==> config.mk <==
export PLATFORM = sky130hd
export DESIGN_NAME = duty_guard
export DESIGN_NICKNAME = d
export VERILOG_FILES = /design/src/rtl/duty_guard.sv
export SDC_FILE = /design/constraint.sdc
export NUM_CORES = 1
export LEC_CHECK = 0
export BUFFER_PORTS_ARGS = -buffer_cell sky130_fd_sc_hd__buf_2
export CAP_MARGIN = 20
export CORE_ASPECT_RATIO = 0.5
export CORE_MARGIN = 2
export CORE_UTILIZATION = 25
export DETAILED_ROUTE_END_ITERATION = 16
export PLACE_DENSITY = 0.49
export SETUP_SLACK_MARGIN = 0.3
export SYNTH_ARGS = -nofsm -noshare
export SYNTH_HDL_FRONTEND = slang
export SYNTH_SLANG_ARGS = --single-unit
==> constraint.sdc <==
create_clock -name clk -period 7.3 [get_ports clk]
set_clock_uncertainty 0.1 [all_clocks]
set_input_delay 0.73 -clock clk [delete_from_list [all_inputs] [get_ports clk]]
set_output_delay 0.73 -clock clk [all_outputs]
set_load 0.005 [all_outputs]
==> src/rtl/duty_guard.sv <==
module duty_guard #(
  parameter int CNT_W    = 16,
  parameter int OFF_PCT  = 13,
  parameter int ON_PCT   = 18,
  parameter int LOW_DUTY = 0,
  parameter int MIN_HIGH = 40,
  parameter int TIMEOUT  = 12000
) (
  input  logic clk,
  input  logic rst_n,
  input  logic sync_in,
  output logic drive_en
);
  localparam int PW = CNT_W + 7;
  localparam logic [CNT_W-1:0] CMAX = '1;

  logic             sync_d, seen, verdict;
  logic [CNT_W-1:0] per_cnt, hi_cnt;

  wire rise    = sync_in & ~sync_d;
  wire stalled = per_cnt >= CNT_W'(TIMEOUT);

  generate
    if (LOW_DUTY != 0) begin : g_width
      assign verdict = hi_cnt >= CNT_W'(MIN_HIGH);
    end else begin : g_ratio
      logic [PW-1:0] hi_scaled, off_lim, on_lim;
      assign hi_scaled = {7'd0, hi_cnt} * PW'(100);
      assign off_lim   = {7'd0, per_cnt} * PW'(OFF_PCT);
      assign on_lim    = {7'd0, per_cnt} * PW'(ON_PCT);
      assign verdict   = drive_en ? (hi_scaled >= off_lim) : (hi_scaled >= on_lim);
    end
  endgenerate

  always_ff @(posedge clk) begin
    if (!rst_n) begin
      sync_d   <= 1'b0;
      seen     <= 1'b0;
      drive_en <= 1'b0;
      per_cnt  <= '0;
      hi_cnt   <= '0;
    end else begin
      sync_d <= sync_in;
      if (rise) begin
        per_cnt  <= CNT_W'(1);
        hi_cnt   <= CNT_W'(1);
        seen     <= 1'b1;
        drive_en <= seen & verdict;
      end else begin
        if (!stalled) per_cnt <= per_cnt + 1'b1;
        if (sync_in && hi_cnt != CMAX) hi_cnt <= hi_cnt + 1'b1;
        if (stalled) begin
          drive_en <= 1'b0;
          seen     <= 1'b0;
        end
      end
    end
  end
endmodule

# After elaboration in Yosys (flattened, before gate mapping)
# Cells that the tools add are included.
totals:
  output_inout_bits: 1
  mem_bits_rw: 0
  mem_bits_ro: 0
  n_memories: 0
  regBits: 35
  latchBits: 0
  inputBits: 3
  elab_cells: 33
op_classes:
  multipliers: 3
  n_reduce_logical: 4
  magnitude_cmp: 3
  div: 0
  bitwise: 4
  addsub: 2
  eq_ne: 2
  n_shift: 0
  n_mux: 8
ops:
  columns: ["operator", "n"]
  rows:
  - ["$mul 16x4->20 const B", 2]
  - ["$add 16x1->16 const B", 2]
  - ["$ge 23x20->1", 1]
  - ["$ge 23x21->1", 1]
  - ["$mul 16x5->21 const B", 1]
  - ["$ge 16x14->1 const B", 1]
  - ["$ne 16x16->1 const B", 1]
  - ["$mux 1", 8]
  - ["$reduce_bool 2->1", 2]
  - ["$and 1x1->1", 2]
  - ["$ne 2x2->1 const B", 1]
  - ["$not 1->1", 2]
  - ["$reduce_or 2->1", 1]
  - ["$logic_and 1x1->1", 1]

# Depth between registers and ports, before layout
# Gate-level depths: netlist of run 1.
logic_depth:
  ltp_word: 5
  mapped_depth: 21

# Worst setup path before layout of run 1
# OpenSTA, ideal clock, no wires.
synth_path:
  kind: "register to register"
  start: "reg hi_cnt[8]"
  end: "reg drive_en"
  path_stages_with_launch: 20
  synth_period_minus_slack_ps: 4479
  path_slack_ps: 2821
  arrival_ps: 4248
  required_time_ps: 7069
  setup_time_ps: 131
  n_path_buf: 0
  path_cell_list: "dfxtp_1 ha_1 ha_1 inv_1 fa_1 inv_1 ha_1 a2111oi_4 a21oi_2 a21o_2 a21oi_1 xnor2_1 ha_1 a21o_1 a21oi_1 nor2_1 a2111oi_0 o31ai_1 o31ai_1 a32oi_1"
synth_between:
  elab_chain_len: 5
  elab_cells_between_ends: 6
synth_lines:
  columns: ["element", "line_no", "rtl"]
  rows:
  - ["from (decl)", "18", "logic [CNT_W-1:0] per_cnt, hi_cnt;"]
  - ["from (signal assigned)", "51", "if (sync_in && hi_cnt != CMAX) hi_cnt <= hi_cnt + 1'b1;"]
  - ["$mul 16x5->21 *", "28", "assign hi_scaled = {7'd0, hi_cnt} * PW'(100);"]
  - ["$ge 23x21->1 or $ge 23x20->1 (tied branches)", "31", "assign verdict = drive_en ? (hi_scaled >= off_lim) : (hi_scaled >= on_lim);"]
  - ["$mux 1 *", "31", null]
  - ["$and 1x1->1 *", "48", "drive_en <= seen & verdict;"]
  - ["$mux 1 *", "44", "if (rise) begin"]
  - ["to (signal assigned)", "48", null]
  - ["to (decl)", "12", "output logic drive_en"]
# Mark *: on every way between the ends. The rest lies on a longest branch, timed or not.
# A chain may end at the register's enable or synchronous reset.

# Worst setup path in the final report of run 1
# Ends and elaborated chain as after synthesis.

==> results.txt, run 1 <==
* Die outline height: roughly 110 um
* Final RePlAce weighted congestion: 0.782
- During synthesis, Yosys emitted a total of 0 warnings.
* Total number of nets in the final design: around 900
- Tightest hold margin: between 300 and 400 ps
- Leftover overflow at the end of global routing: 0
* Mux contribution to synthesized area: 0.00333
* Largest fanout on the critical path: 6
* Area after detailed placement: about 0.0064 mm^2
- The via count of the first global-routing pass is 4846.
- Leakage: 3.41 nW
* P&R area growth vs syn: 9.50%
- In the final layout, flip-flops and latches occupy between 700 and 800 um^2.
- STA classifies the critical path endpoint as a flop.
- Async set-or-reset flop fraction in the synthesized netlist: 0
- For this run, the top clock speed supported by timing is 204 MHz.
- Library cells used by synthesis: between 60 and 70
* Post-CTS setup-driven buffer insertion count: 0
- After layout, the worst setup slack is roughly 2400 ps.
- Clock slew seen by the registers of the worst setup and hold paths: approximately 70 ps
- Total of cells resized after clock tree synthesis: 0
- DR WL met2: between 6000 and 7000 um
- Detailed-router iteration count before antenna repair: 4
- Largest net degree at the start of global routing: 31
- IO buf count: 3
- Total routed wire length on the met1 layer: roughly 6600 um
- The H-tree was split into 2 levels.
- TritonCTS created 5 clock buffers.
- Across the run, the number of max-cap violations was 0.
- Of the cells placed in the final design, the portion with a size suffix greater than 1 is 0.0426.
- Yosys mapped a number of flops with a built-in enable equal to 0.
- In this run the standard cell core region covers about 0.024 mm^2.
- The first global-routing pass estimated about 23000 um of wire.
- Largest family of logic cells by synthesized area: adder cells
- The layout has between 2000 and 3000 filler cells.
- Slew Limit Fails: 0
* Setup total negative slack: 0 ps
- Register share of total power: 0.379
* Fraction of the mapped netlist area in adder cells: 0.416
- Pin placement for this block handled 4 I/O pins.
* Switching power: 0.134 mW
* Buffer depth of the longest clock path: 2
- Clock period minus final worst setup slack: about 4900 ps
- Post-synthesis compound-gate area fraction: 0.168
* Number of nets with antenna violations after detailed routing: 0
- Synthesized-area fraction occupied by and/or/nand/nor cells: 0.134
- Fin util: 0.277
- The cell area that synthesis handed to floorplanning was around 0.0060 mm^2.
- Number of synthesized register bits: 35
- The number of antenna violations at the first check in global routing is 0.
- Per-instance average area after synthesis: between 8 and 9 um^2
- In this run the top signal layer used is met4.
- Dividing the final minimum period by the clock period gives 0.671.
- At the pin with the least slew margin, the transition time is approximately 560 ps.
* Flip-flop cell with the highest count after synthesis: sky130_fd_sc_hd__dfxtp_1
* X dimension of the die: 223 um
* Part of the total power dissipated in combinational logic: 0.117
* Final total power: approximately 0.52 mW
- Net Sw Frac: 0.255
- Hold/Removal Path Class: flop to flop
- The detailed router finished its first iteration with 190 violations.
* Max-slew headroom at the worst pin: 0.619
- When the netlist entered floorplanning its net count stood at around 890.
- Summed over all nets, wire length on met3 after detailed routing comes to between 200 and 250 um.
- Dividing total power by cell area gives a power density of ~80 mW/mm^2.
- DRC viols: 0
* Type of the worst setup path: flop to flop
* Clock Tree Root: sky130_fd_sc_hd__clkbuf_16
* Setup WS pre-CTS: around 2400 ps
- RSZ-0062 raised after global routing: no
* Estimated wirelength of the detail-placed design: between 10000 and 15000 um
- Across all layers, the routed design uses approximately 4700 vias.
- Internal Pwr Total: ~0.4 mW
* Placed Instances: 1012
* Total wirelength of the detailed-routed design: about 13000 um
- Skew-Pair Late Insertion Delay: approximately 300 ps
- Buffers inserted to repair hold after CTS numbered 0.
- The run finished with clean final reports.
* Total of endpoints with negative setup slack in the final report: 0
- Synthesis handed over a netlist of 700 instances.
- Synthesized-area fraction occupied by xor and xnor cells: 0.0958
- Starting density of the core: 0.253
* Clock tree from TritonCTS: yes
* Total global routing track utilization: 0.113
* Launching element type of the critical path: flop
* Non-Filler Instances: roughly 1000
* Area enclosed by the die boundary: 0.0254 mm^2
* Standard-cell rows: 40
* Clock sink total: 35
- Data arrives at the worst endpoint at around 5000 ps.
- Vias per inst: between 4 and 5
- Across the VDD grid, the largest voltage drop is approximately 0.068 mV.
* Total inserted antenna cells: 0
- Required time worst endpoint: between 7000 and 8000 ps
* Area of all placed cells without fillers: roughly 0.0066 mm^2
* Wire per inst: around 13 um
- Final Hold Violating Endpoints: 0
* Area used by multi-input combinational logic: 0.00493 mm^2
- Of the total power, the clock network draws 0.504.
- Share of the yosys chip area belonging to registers: 0.116
-- cells in the final DEF, fill, tap and decap left out, types with 11 or more instances in the layout --
cell type	instances
sky130_fd_sc_hd__dfxtp_1	35
sky130_fd_sc_hd__nor2_1	52
sky130_fd_sc_hd__xnor2_1	34
sky130_fd_sc_hd__nand2_1	32
sky130_fd_sc_hd__xor2_1	30
sky130_fd_sc_hd__a21oi_1	40
sky130_fd_sc_hd__o21ai_0	22
sky130_fd_sc_hd__fa_1	25
sky130_fd_sc_hd__nand2b_1	11
sky130_fd_sc_hd__ha_1	160
sky130_fd_sc_hd__nand3_1	20
sky130_fd_sc_hd__inv_1	97
-- flip-flops by register name, indices dropped and copies added, names as in the netlist --
| signal | flops |
|---|---|
| hi_cnt | 16 |
| per_cnt | 16 |
| drive_en | 1 |
| seen | 1 |
| sync_d | 1 |
-- synthesized netlist by cell type (5+ instances only) --
library cell | instances | area share
sky130_fd_sc_hd__nor2b_1 | 9 | 0.0094
sky130_fd_sc_hd__o211ai_1 | 5 | 0.0062
sky130_fd_sc_hd__fa_1 | 25 | 0.083
sky130_fd_sc_hd__nor2_1 | 52 | 0.032
sky130_fd_sc_hd__o21ai_0 | 22 | 0.018
sky130_fd_sc_hd__inv_1 | 97 | 0.060
sky130_fd_sc_hd__and3_1 | 8 | 0.0083
sky130_fd_sc_hd__nand3_1 | 20 | 0.017
sky130_fd_sc_hd__clkbuf_1 | 6 | 0.0037
sky130_fd_sc_hd__nor3_1 | 7 | 0.0058
sky130_fd_sc_hd__xnor2_1 | 34 | 0.049
sky130_fd_sc_hd__nand2_1 | 32 | 0.020
sky130_fd_sc_hd__a21o_1 | 9 | 0.011
sky130_fd_sc_hd__o21a_1 | 9 | 0.011
sky130_fd_sc_hd__dfxtp_1 | 35 | 0.12
sky130_fd_sc_hd__a21oi_1 | 40 | 0.033
sky130_fd_sc_hd__ha_1 | 160 | 0.33
sky130_fd_sc_hd__xor2_1 | 30 | 0.044
sky130_fd_sc_hd__nand2b_1 | 11 | 0.011
sky130_fd_sc_hd__nand4_1 | 10 | 0.010
-- cell type report --
cell class / instances / share of cell area
inverters: 97 / 0.0552
clock inverters: 2 / 0.00532
multi-input cells: 560 / 0.748
well taps: 315 / 0.0598
clock buffers: 6 / 0.0211
repair buffers: 5 / 0.00456
flip-flops and latches: 35 / 0.106
-- worst max-delay path, stage by stage, from the launching register on --
cell and delay [ps]:
sky130_fd_sc_hd__dfxtp_1 420, sky130_fd_sc_hd__ha_1 270, sky130_fd_sc_hd__ha_1 270, sky130_fd_sc_hd__inv_1 50, sky130_fd_sc_hd__fa_1 500, sky130_fd_sc_hd__inv_1 40
sky130_fd_sc_hd__ha_1 410, sky130_fd_sc_hd__a2111oi_4 350, sky130_fd_sc_hd__a21oi_2 130, sky130_fd_sc_hd__a21o_2 220, sky130_fd_sc_hd__a21oi_1 250, sky130_fd_sc_hd__xnor2_1 210
sky130_fd_sc_hd__ha_1 290, sky130_fd_sc_hd__a21o_1 160, sky130_fd_sc_hd__a21oi_1 150, sky130_fd_sc_hd__nor2_1 50, sky130_fd_sc_hd__a2111oi_0 390, sky130_fd_sc_hd__o31ai_1 140
sky130_fd_sc_hd__o31ai_1 260, sky130_fd_sc_hd__a32oi_1 130
-- worst paths after layout --
path	endpoint	from	depth (start not counted)	slack (ps)
setup / recovery	drive_en$_SDFFE_PN0P_	hi_cnt[8]$_SDFFE_PP0P_	19	2400
hold / removal	seen$_SDFFE_PN0P_	seen$_SDFFE_PN0P_	2	380
setup reg to reg	drive_en$_SDFFE_PN0P_	hi_cnt[8]$_SDFFE_PP0P_	19	2400
hold reg to reg	seen$_SDFFE_PN0P_	seen$_SDFFE_PN0P_	2	380
-- per-layer routing --
metal	up-vias	GRT usage
met3	8	0.0178
met4	0	0.0258
met2	17	0.202
met5	-	0
met1	2193	0.145
li1	2458	-
-- cells by family (layout without fill, tap and decap cells) --
logic type	count (synthesis)	count (layout)
adders and majority gates	185	185
and+or+nand+nor	166	166
AOI/OAI and AO/OA	142	142
buffers and inverters	105	110
xor gates and xnor gates	65	65
DFF	35	35
muxes	2	2
-- power by group through the flow --
stage	registers [mW]	clock network, mW	logic [mW]
after global routing	0.199	0.279	0.0729
after detailed placement	0.203	0	0.0629
after CTS	0.198	0.275	0.0638
after global placement	0.203	0	0.0626
after floorplan	0.201	0	0.0448
final	0.199	0.264	0.0616
No activity file was read; power rests on OpenSTA's default activity.
==> run 2, diff against run 1 <==
Settings changed: PLACE_DENSITY 0.49 to 0.51.
Clock period 7.3 ns to 4.3 ns, I/O delays scaled along.
==> run 2 against run 1 <==
Compared with the run above:
- the run now ends with setup timing left
- first-iteration DRC count is 11% higher
- total power is 61% higher
- combinational power is 100% higher
- clock-buffer cell count is 1 higher
- hold slack worse by 41 ps
- maximum frequency is 12% higher
- cell count is 11% higher
- critical path type unchanged
==> results.txt, run 2 (synthesized netlist as in run 1, its figures left out) <==
- Final RePlAce weighted congestion: 0.801 (+2.4%)
- Leftover overflow at the end of global routing: 0 (unchanged)
- The final routed wire length divided by cell count is 12.4 um (-4.1%).
* Hold Crit Start: sync_in
* Kind of end point of the critical path: flop
* Total number of nets in the final design: 1003 (+12%)
- The net switching power came to 0.228 mW (+70%).
- Setup repair after global routing could not meet its margin everywhere.
- The flow ran to the end, but the final reports show violations.
* Buffer depth of the longest clock path: 2 (unchanged)
- Arrival time worst endpoint: 4450 ps (-530 ps)
- Commonest non-fill, non-tap cells in the layout: 145 x sky130_fd_sc_hd__ha_1, 111 x sky130_fd_sc_hd__buf_4, 93 x sky130_fd_sc_hd__inv_1
* Skew-Pair Late Insertion Delay: 290 ps (about the same)
- The number of maximum-capacitance violations came to 0 (unchanged).
- Register share of total power: 0.393 (+0.014)
- First element of the critical path: hi_cnt[3]$_SDFFE_PP0P_
* Area enclosed by the die boundary: 0.0254 mm^2 (unchanged)
* Vias in the first global route: 5183 (+7.0%)
* Setup WS pre-CTS: -298 ps (-2680 ps)
- Net Sw Frac: 0.270 (+0.0150)
- Overall via count from detail_route: 5056 (+8.1%)
* Proportion of layout cells with a drive suffix above 1: 0.235 (+0.193)
* Final period utilization: 1.02 (+0.346)
- The max-slew violation total from the final report is 0 (unchanged).
- Largest net degree at the start of global routing: 31 (unchanged)
- The final worst setup slack was -73.7 ps (-2480 ps).
- Hold/Removal Path Class: primary input to flop
- Clock period minus final worst setup slack: 4370 ps (-524 ps)
- The area growth from synthesis to layout is 28.7%.
* Clock Power Share: 0.458 (-0.046)
- IO buf count: 3 (unchanged)
- Peak supply drop: 0.119 mV (+77%)
- The transition time at the pin with the least slew margin was 646 ps (+81.9 ps).
- Fill cell total of the finished layout: 2473 (-3.6%)
- Final total power: 0.842 mW (+61%)
- The checks that failed: setup timing.
* Clock Tree Root: sky130_fd_sc_hd__clkbuf_16
* Count of routing violations after the opening detailed-route iteration: 210 (+11%)
* H-tree levels: 2 (unchanged)
* Required time worst endpoint: 4370 ps (-3010 ps)
- In the final layout, the registers with the most flip-flops are hi_cnt x16, per_cnt x16.
- Total wirelength of the detailed-routed design: 14000 um (+6.3%)
* Number of CTS-inserted buffers: 5 (unchanged)
- X dimension of the die: 223 um (unchanged)
* Vias per inst: 4.47 (-2.5%)
* Launching element type of the critical path: flop
* Non-Filler Instances: 1131 (+11%)
* Standard-cell rows: 40 (unchanged)
* Startpoint of the worst-slack reg-to-reg timing path: hi_cnt[3]$_SDFFE_PP0P_
- Core region area: 0.0238 mm^2 (unchanged)
- The power density of the placed cells was 109 mW/mm^2 (+37%).
- Max-slew headroom at the worst pin: 0.564 (-0.0553)
- The largest driver fanout on the critical path is 3 (-3).
- The library cell used most frequently in the layout, excluding fill and tap cells, is sky130_fd_sc_hd__ha_1.
- DRC viols: 0 (unchanged)
- The number of endpoints with negative hold slack in the final report was 0 (unchanged).
* Total inserted antenna cells: 0 (unchanged)
* Internal Pwr Total: 0.614 mW (+57%)
- Highest clock rate: 229 MHz (+12%)
- Die outline height: 114 um (unchanged)
- Total of endpoints with negative setup slack in the final report: 1 (+1)
- Clock slew seen by the registers of the worst setup and hold paths: 60 ps (about the same)
* Starting density of the core: 0.253 (unchanged)
* Number of nets with antenna violations after detailed routing: 0 (unchanged)
- The worst setup path is of the flop to flop kind.
- The portion of total power attributed to combinational logic came to 0.149 (+0.032).
* Global-route wire length before repair: 24600 um (+5.7%)
- Clock sink total: 35 (unchanged)
- Number of antenna violations at the first check in global routing: 0 (unchanged)
- Estimated wirelength of the detail-placed design: 11800 um (+6.8%)
- IO Pins: 4 (unchanged)
* Placed Instances: 1111 (+9.8%)
* Detailed-router iteration count before antenna repair: 4 (unchanged)
* Total global routing track utilization: 0.119 (+0.00575)
- Clock tree from TritonCTS: yes
- Leakage: 3.97 nW (+16%)
-- run 2: cell types whose count changed in the layout (fill, tap and decap cells not counted), sizes merged --
cell	delta
buf	+111
bufinv	-1
clkbuf	+1
-- run 2: critical path: stages, from the launching register on --
cell and delay (ps):
sky130_fd_sc_hd__dfxtp_4 360, sky130_fd_sc_hd__ha_4 230, sky130_fd_sc_hd__ha_1 290, sky130_fd_sc_hd__fa_1 520, sky130_fd_sc_hd__ha_4 220, sky130_fd_sc_hd__nor2b_4 130, sky130_fd_sc_hd__o31ai_4 270, sky130_fd_sc_hd__a21oi_2 130
sky130_fd_sc_hd__a21o_2 250, sky130_fd_sc_hd__a21oi_4 160, sky130_fd_sc_hd__buf_6 120, sky130_fd_sc_hd__nand2_1 40, sky130_fd_sc_hd__o211ai_1 160, sky130_fd_sc_hd__ha_1 300, sky130_fd_sc_hd__nand4_1 140, sky130_fd_sc_hd__a2111oi_2 70
sky130_fd_sc_hd__or4_1 550, sky130_fd_sc_hd__o31ai_2 80, sky130_fd_sc_hd__a32oi_1 120
-- run 2: per-stage QoR --
stage / utilization / hold slack [ps] / instance area, um^2 / setup TNS [ps]
6_report: 0.325 / 336 / 7740 / -73.7
4_1_cts: 0.321 / 324 / 7640 / -85.4
2_1_floorplan: - / 343 / 6160 / 0
3_3_place_gp: 0.307 / 354 / 7310 / -72.8
5_1_grt: 0.325 / 332 / 7740 / -309
3_5_place_dp: 0.307 / 364 / 7310 / -298
-- run 2: area by class of cell --
type / count / area, um^2 / area share
inverters: 97 / 364 / 0.0470
clock inverters: 1 / 5.00 / 0.000646
repair buffers: 116 / 880 / 0.114
flip-flops and latches: 35 / 722 / 0.0932
clock buffers: 7 / 143 / 0.0184
multi-input cells: 560 / 5240 / 0.676
well taps: 315 / 394 / 0.0509
-- run 2: what timing repair did --
item	CTS	global route
gates cloned	0	0
setup endpoints to repair	1	1
gates resized for setup	20	15
pin swaps	19	16
setup buffers	10	2
hold buffers	0	0
-- run 2: final timing paths --
path	end	cells past startpoint	slack, ps
max	drive_en$_SDFFE_PN0P_	18	-70
min	sync_d$_SDFF_PN0_	2	340
max reg2reg	drive_en$_SDFFE_PN0P_	18	-70
min reg2reg	seen$_SDFFE_PN0P_	2	370
-- run 2: metal layers --
layer | up-vias | routed length (um) | track usage
met5 | - | 0 | 0
met4 | 0 | 172 | 0.0267
met3 | 11 | 224 | 0.0178
met2 | 30 | 6530 | 0.211
met1 | 2336 | 7100 | 0.154
li1 | 2679 | - | -
-- run 2: power by group through the flow --
stage	sequential (mW)	clock, mW	combinational, mW
2_1_floorplan	0.340	0	0.0765
3_3_place_gp	0.339	0	0.117
3_5_place_dp	0.339	0	0.119
4_1_cts	0.331	0.404	0.125
5_1_grt	0.332	0.414	0.146
6_report	0.331	0.386	0.125
==> run 3, diff against run 2 <==
Settings changed: CTS_BUF_LIST from default to sky130_fd_sc_hd__clkbuf_8, SLEW_MARGIN from default to 30.
==> run 3 against run 2 <==
Compared with the run above:
- the run still ends with setup timing left
- critical path depth rose by 1
- maximum frequency decreased by 0.30%
- non-clock buffer count is the same
- sequential share of layout area rose by 0.098 points
- sequential power barely moved
- core utilization down 0.28 points
- sequential cell count unchanged
- critical path type unchanged
- largest cell class unchanged
- highest routed layer unchanged
==> results.txt, run 3 (synthesized netlist as in run 1, its figures left out) <==
- Status: finished, violations left
* Failing checks: setup timing
- The cell depth of the worst min-delay path was 2 (unchanged).
* Cell depth of the worst flop-to-flop path: 19 (+1)
* Total wirelength of the detailed-routed design: 14000 um (about the same)
- The transition time at the pin with the least slew margin was 646 ps (-0.0135 ps).
- Area enclosed by the die boundary: 0.0254 mm^2 (unchanged)
- The fraction of met2 tracks used by global routing was 0.212 (+0.000831).
- Final period utilization: 1.02 (+0.00301)
* Worst path most repeated cell: sky130_fd_sc_hd__ha_4
* Total of endpoints with negative setup slack in the final report: 1 (unchanged)
- Hold/Removal Path Class: primary input to flop
* Leakage: 3.96 nW (-0.45%)
- The global placement routability congestion is 0.801 (unchanged).
- Slew Limit Fails: 0 (unchanged)
- The leftover overflow at the end of global routing came to 0 (unchanged).
- Starting density of the core: 0.253 (unchanged)
* Clock sink total: 35 (unchanged)
* Number of logic stages on the critical path including buffering: 19 (+1)
- The final net count was 1003 (unchanged).
* Detailed-router iteration count before antenna repair: 4 (unchanged)
* Setup total negative slack: -86.6 ps (-12.9 ps)
- Max-slew headroom at the worst pin: 0.564 (about the same)
- The largest registers in the layout are hi_cnt x16, per_cnt x16.
- The peak supply drop was 0.0712 mV (-40%).
- The power density of the placed cells came to 94.8 mW/mm^2 (-13%).
- The layout cell share with drive strength beyond 1 is 0.235 (unchanged).
* Kind of end point of the critical path: flop
- Global-route wire length before repair: 24600 um (+0.23%)
- The number of antenna-violating nets in the routed design is 0 (unchanged).
- Compared with the post-synthesis result, the final layout area differs by 27.5%.
* Total inserted antenna cells: 0 (unchanged)
- TritonCTS built the clock tree.
- The horizontal die dimension was 223 um (unchanged).
- Area of all placed cells without fillers: 0.00768 mm^2 (-0.87%)
- Total global routing track utilization: 0.119 (unchanged)
- Required time worst endpoint: 4400 ps (+30 ps)
- Final Hold Violating Endpoints: 0 (unchanged)
- IO buf count: 3 (unchanged)
- Type of the worst setup path: flop to flop
* Vias per inst: 4.45 (-0.36%)
- The slowest stage of the critical path belongs to the cell sky130_fd_sc_hd__or4_1.
- The worst setup path is launched from a flop.
- The met1 capacity usage during global routing is 0.154 (-0.000158).
- The data arrival time of the worst path is 4480 ps (+30 ps).
- Largest net degree at the start of global routing: 31 (unchanged)
* Max-capacitance violation count: 0 (unchanged)
* Core region area: 0.0238 mm^2 (unchanged)
- Tightest hold margin: 315 ps (-20.6 ps)
- The placed standard-cell area is 0.00731 mm^2 (unchanged).
- Buffer depth of the longest clock path: 2 (unchanged)
- The number of buffer and inverter stages on the critical path was 3 (+2).
- Largest fanout on the critical path: 4 (+1)
- Die outline height: 114 um (unchanged)
- Final worst-path setup slack: -86.6 ps (-12.9 ps)
- The via count of the first global-routing pass is 5215 (+0.62%).
* Startpoint of the worst-slack reg-to-reg timing path: hi_cnt[7]$_SDFFE_PP0P_
- Count of routing violations after the opening detailed-route iteration: 187 (-11%)
* Commonest non-fill, non-tap cells in the layout: 146 x sky130_fd_sc_hd__ha_1, 111 x sky130_fd_sc_hd__buf_4, 94 x sky130_fd_sc_hd__inv_1
- Cells traversed along the worst timing path: ha_4 -> ha_4 -> inv_1 -> fa_1 -> inv_2 -> ha_4 -> a2111oi_4 -> a21oi_2 -> a21o_2 -> a21oi_4 -> buf_6 -> nand2_1 -> o211ai_1 -> ha_1 -> nand4_1 -> a2111oi_2 -> or4_1 -> o31ai_2 -> a32oi_1
- In this run the most critical hold path is launched from sync_in.
* Met3 demand-to-capacity share in global routing: 0.0180 (+0.000258)
- The worst-skew pair later-pin latency came to 310 ps (+20 ps).
- H-tree levels: 2 (unchanged)
* Most heavily used metal layer in global routing: met2
- Standard-cell rows: 40 (unchanged)
- Number of buffers added to fix hold violations after cts: 0 (unchanged)
- Estimated wirelength of the detail-placed design: 11800 um (unchanged)
- The vias after detailed routing is 5038 (-0.36%).
* RSZ-0062 raised after global routing: yes
- Highest clock rate: 228 MHz (-0.30%)
* DRC viols: 0 (unchanged)
* Clock period minus final worst setup slack: 4390 ps (+12.9 ps)
- The number of buffers inserted during clock tree synthesis came to 5 (unchanged).
- The root buffer cell chosen for the clock tree is sky130_fd_sc_hd__clkbuf_8.
- The number of antenna violations at the first check in global routing was 0 (unchanged).
* Wire per inst: 12.4 um (about the same)
* Most common library cell in the layout ignoring fill and taps: sky130_fd_sc_hd__ha_1
- First element of the critical path: hi_cnt[7]$_SDFFE_PP0P_
- The kind of cell with the highest combined delay along the critical path is adder cells.
- Setup WS pre-CTS: -298 ps (unchanged)
- Largest incremental delay on the critical path: 550 ps (about the same)
- Clock slew seen by the registers of the worst setup and hold paths: 90 ps (+30 ps)
- The count of filler cells inserted in the layout is 2482 (+0.36%).
* IO Pins: 4 (unchanged)
==> run 3: cell types whose count changed in the layout (fill, tap and decap cells not counted), sizes merged <==
cell    previous run  this run
clkbuf             7         6
inv               97        98
==> run 3: per-layer routing <==
layer,vias up,part of all wire
li1,2678,-
met1,2324,0.51
met2,25,0.46
met3,11,0.015
met4,0,0.011
met5,-,0
==> run 3: final cells by class <==
cell class,count,area (um^2),share of cell area
clock inverter,2,8.76,0.00114
multi-input combinational,560,5230,0.681
clock buffer,6,82.6,0.0108
inverter,97,364,0.0474
sequential,35,723,0.0942
tap,315,394,0.0513
timing repair buffer,116,880,0.115
==> run 3: repair_timing <==
| item | 4_1_cts | 5_1_grt |
|---|---|---|
| setup buffers | 10 | 2 |
| endpoints found under the setup margin | 1 | 1 |
| gates resized for setup | 20 | 15 |
| pin swaps | 18 | 15 |
==> run 3: final timing paths <==
path,end,slack [ps]
max,drive_en$_SDFFE_PN0P_,-90
min,sync_d$_SDFF_PN0_,320
max reg2reg,drive_en$_SDFFE_PN0P_,-90
min reg2reg,seen$_SDFFE_PN0P_,380
==> run 3: where the power goes <==
group / internal, mW / switching [mW] / leakage (nW)
registers: 0.326 / 0.00445 / 0.289
clock network: 0.127 / 0.144 / 0.0524
logic: 0.0574 / 0.0681 / 3.61
total: 0.511 / 0.217 / 3.96
==> run 3: worst reg2reg max path, stage by stage (launching register included) <==
cell and delay [ps]:
sky130_fd_sc_hd__dfxtp_4 370, sky130_fd_sc_hd__ha_4 220, sky130_fd_sc_hd__ha_4 250, sky130_fd_sc_hd__inv_1 40, sky130_fd_sc_hd__fa_1 490, sky130_fd_sc_hd__inv_2 50, sky130_fd_sc_hd__ha_4 250, sky130_fd_sc_hd__a2111oi_4 380
sky130_fd_sc_hd__a21oi_2 140, sky130_fd_sc_hd__a21o_2 250, sky130_fd_sc_hd__a21oi_4 160, sky130_fd_sc_hd__buf_6 120, sky130_fd_sc_hd__nand2_1 40, sky130_fd_sc_hd__o211ai_1 160, sky130_fd_sc_hd__ha_1 300, sky130_fd_sc_hd__nand4_1 140
sky130_fd_sc_hd__a2111oi_2 70, sky130_fd_sc_hd__or4_1 550, sky130_fd_sc_hd__o31ai_2 80, sky130_fd_sc_hd__a32oi_1 120
==> run 3: per-stage QoR <==
step / instances / power (mW) / utilization
5_1_grt: 1131 / 0.777 / 0.322
3_3_place_gp: 1111 / 0.455 / 0.307
6_report: 1131 / 0.728 / 0.322
2_1_floorplan: 700 / 0.416 / -
4_1_cts: 1129 / 0.742 / 0.318
3_5_place_dp: 1111 / 0.458 / 0.307
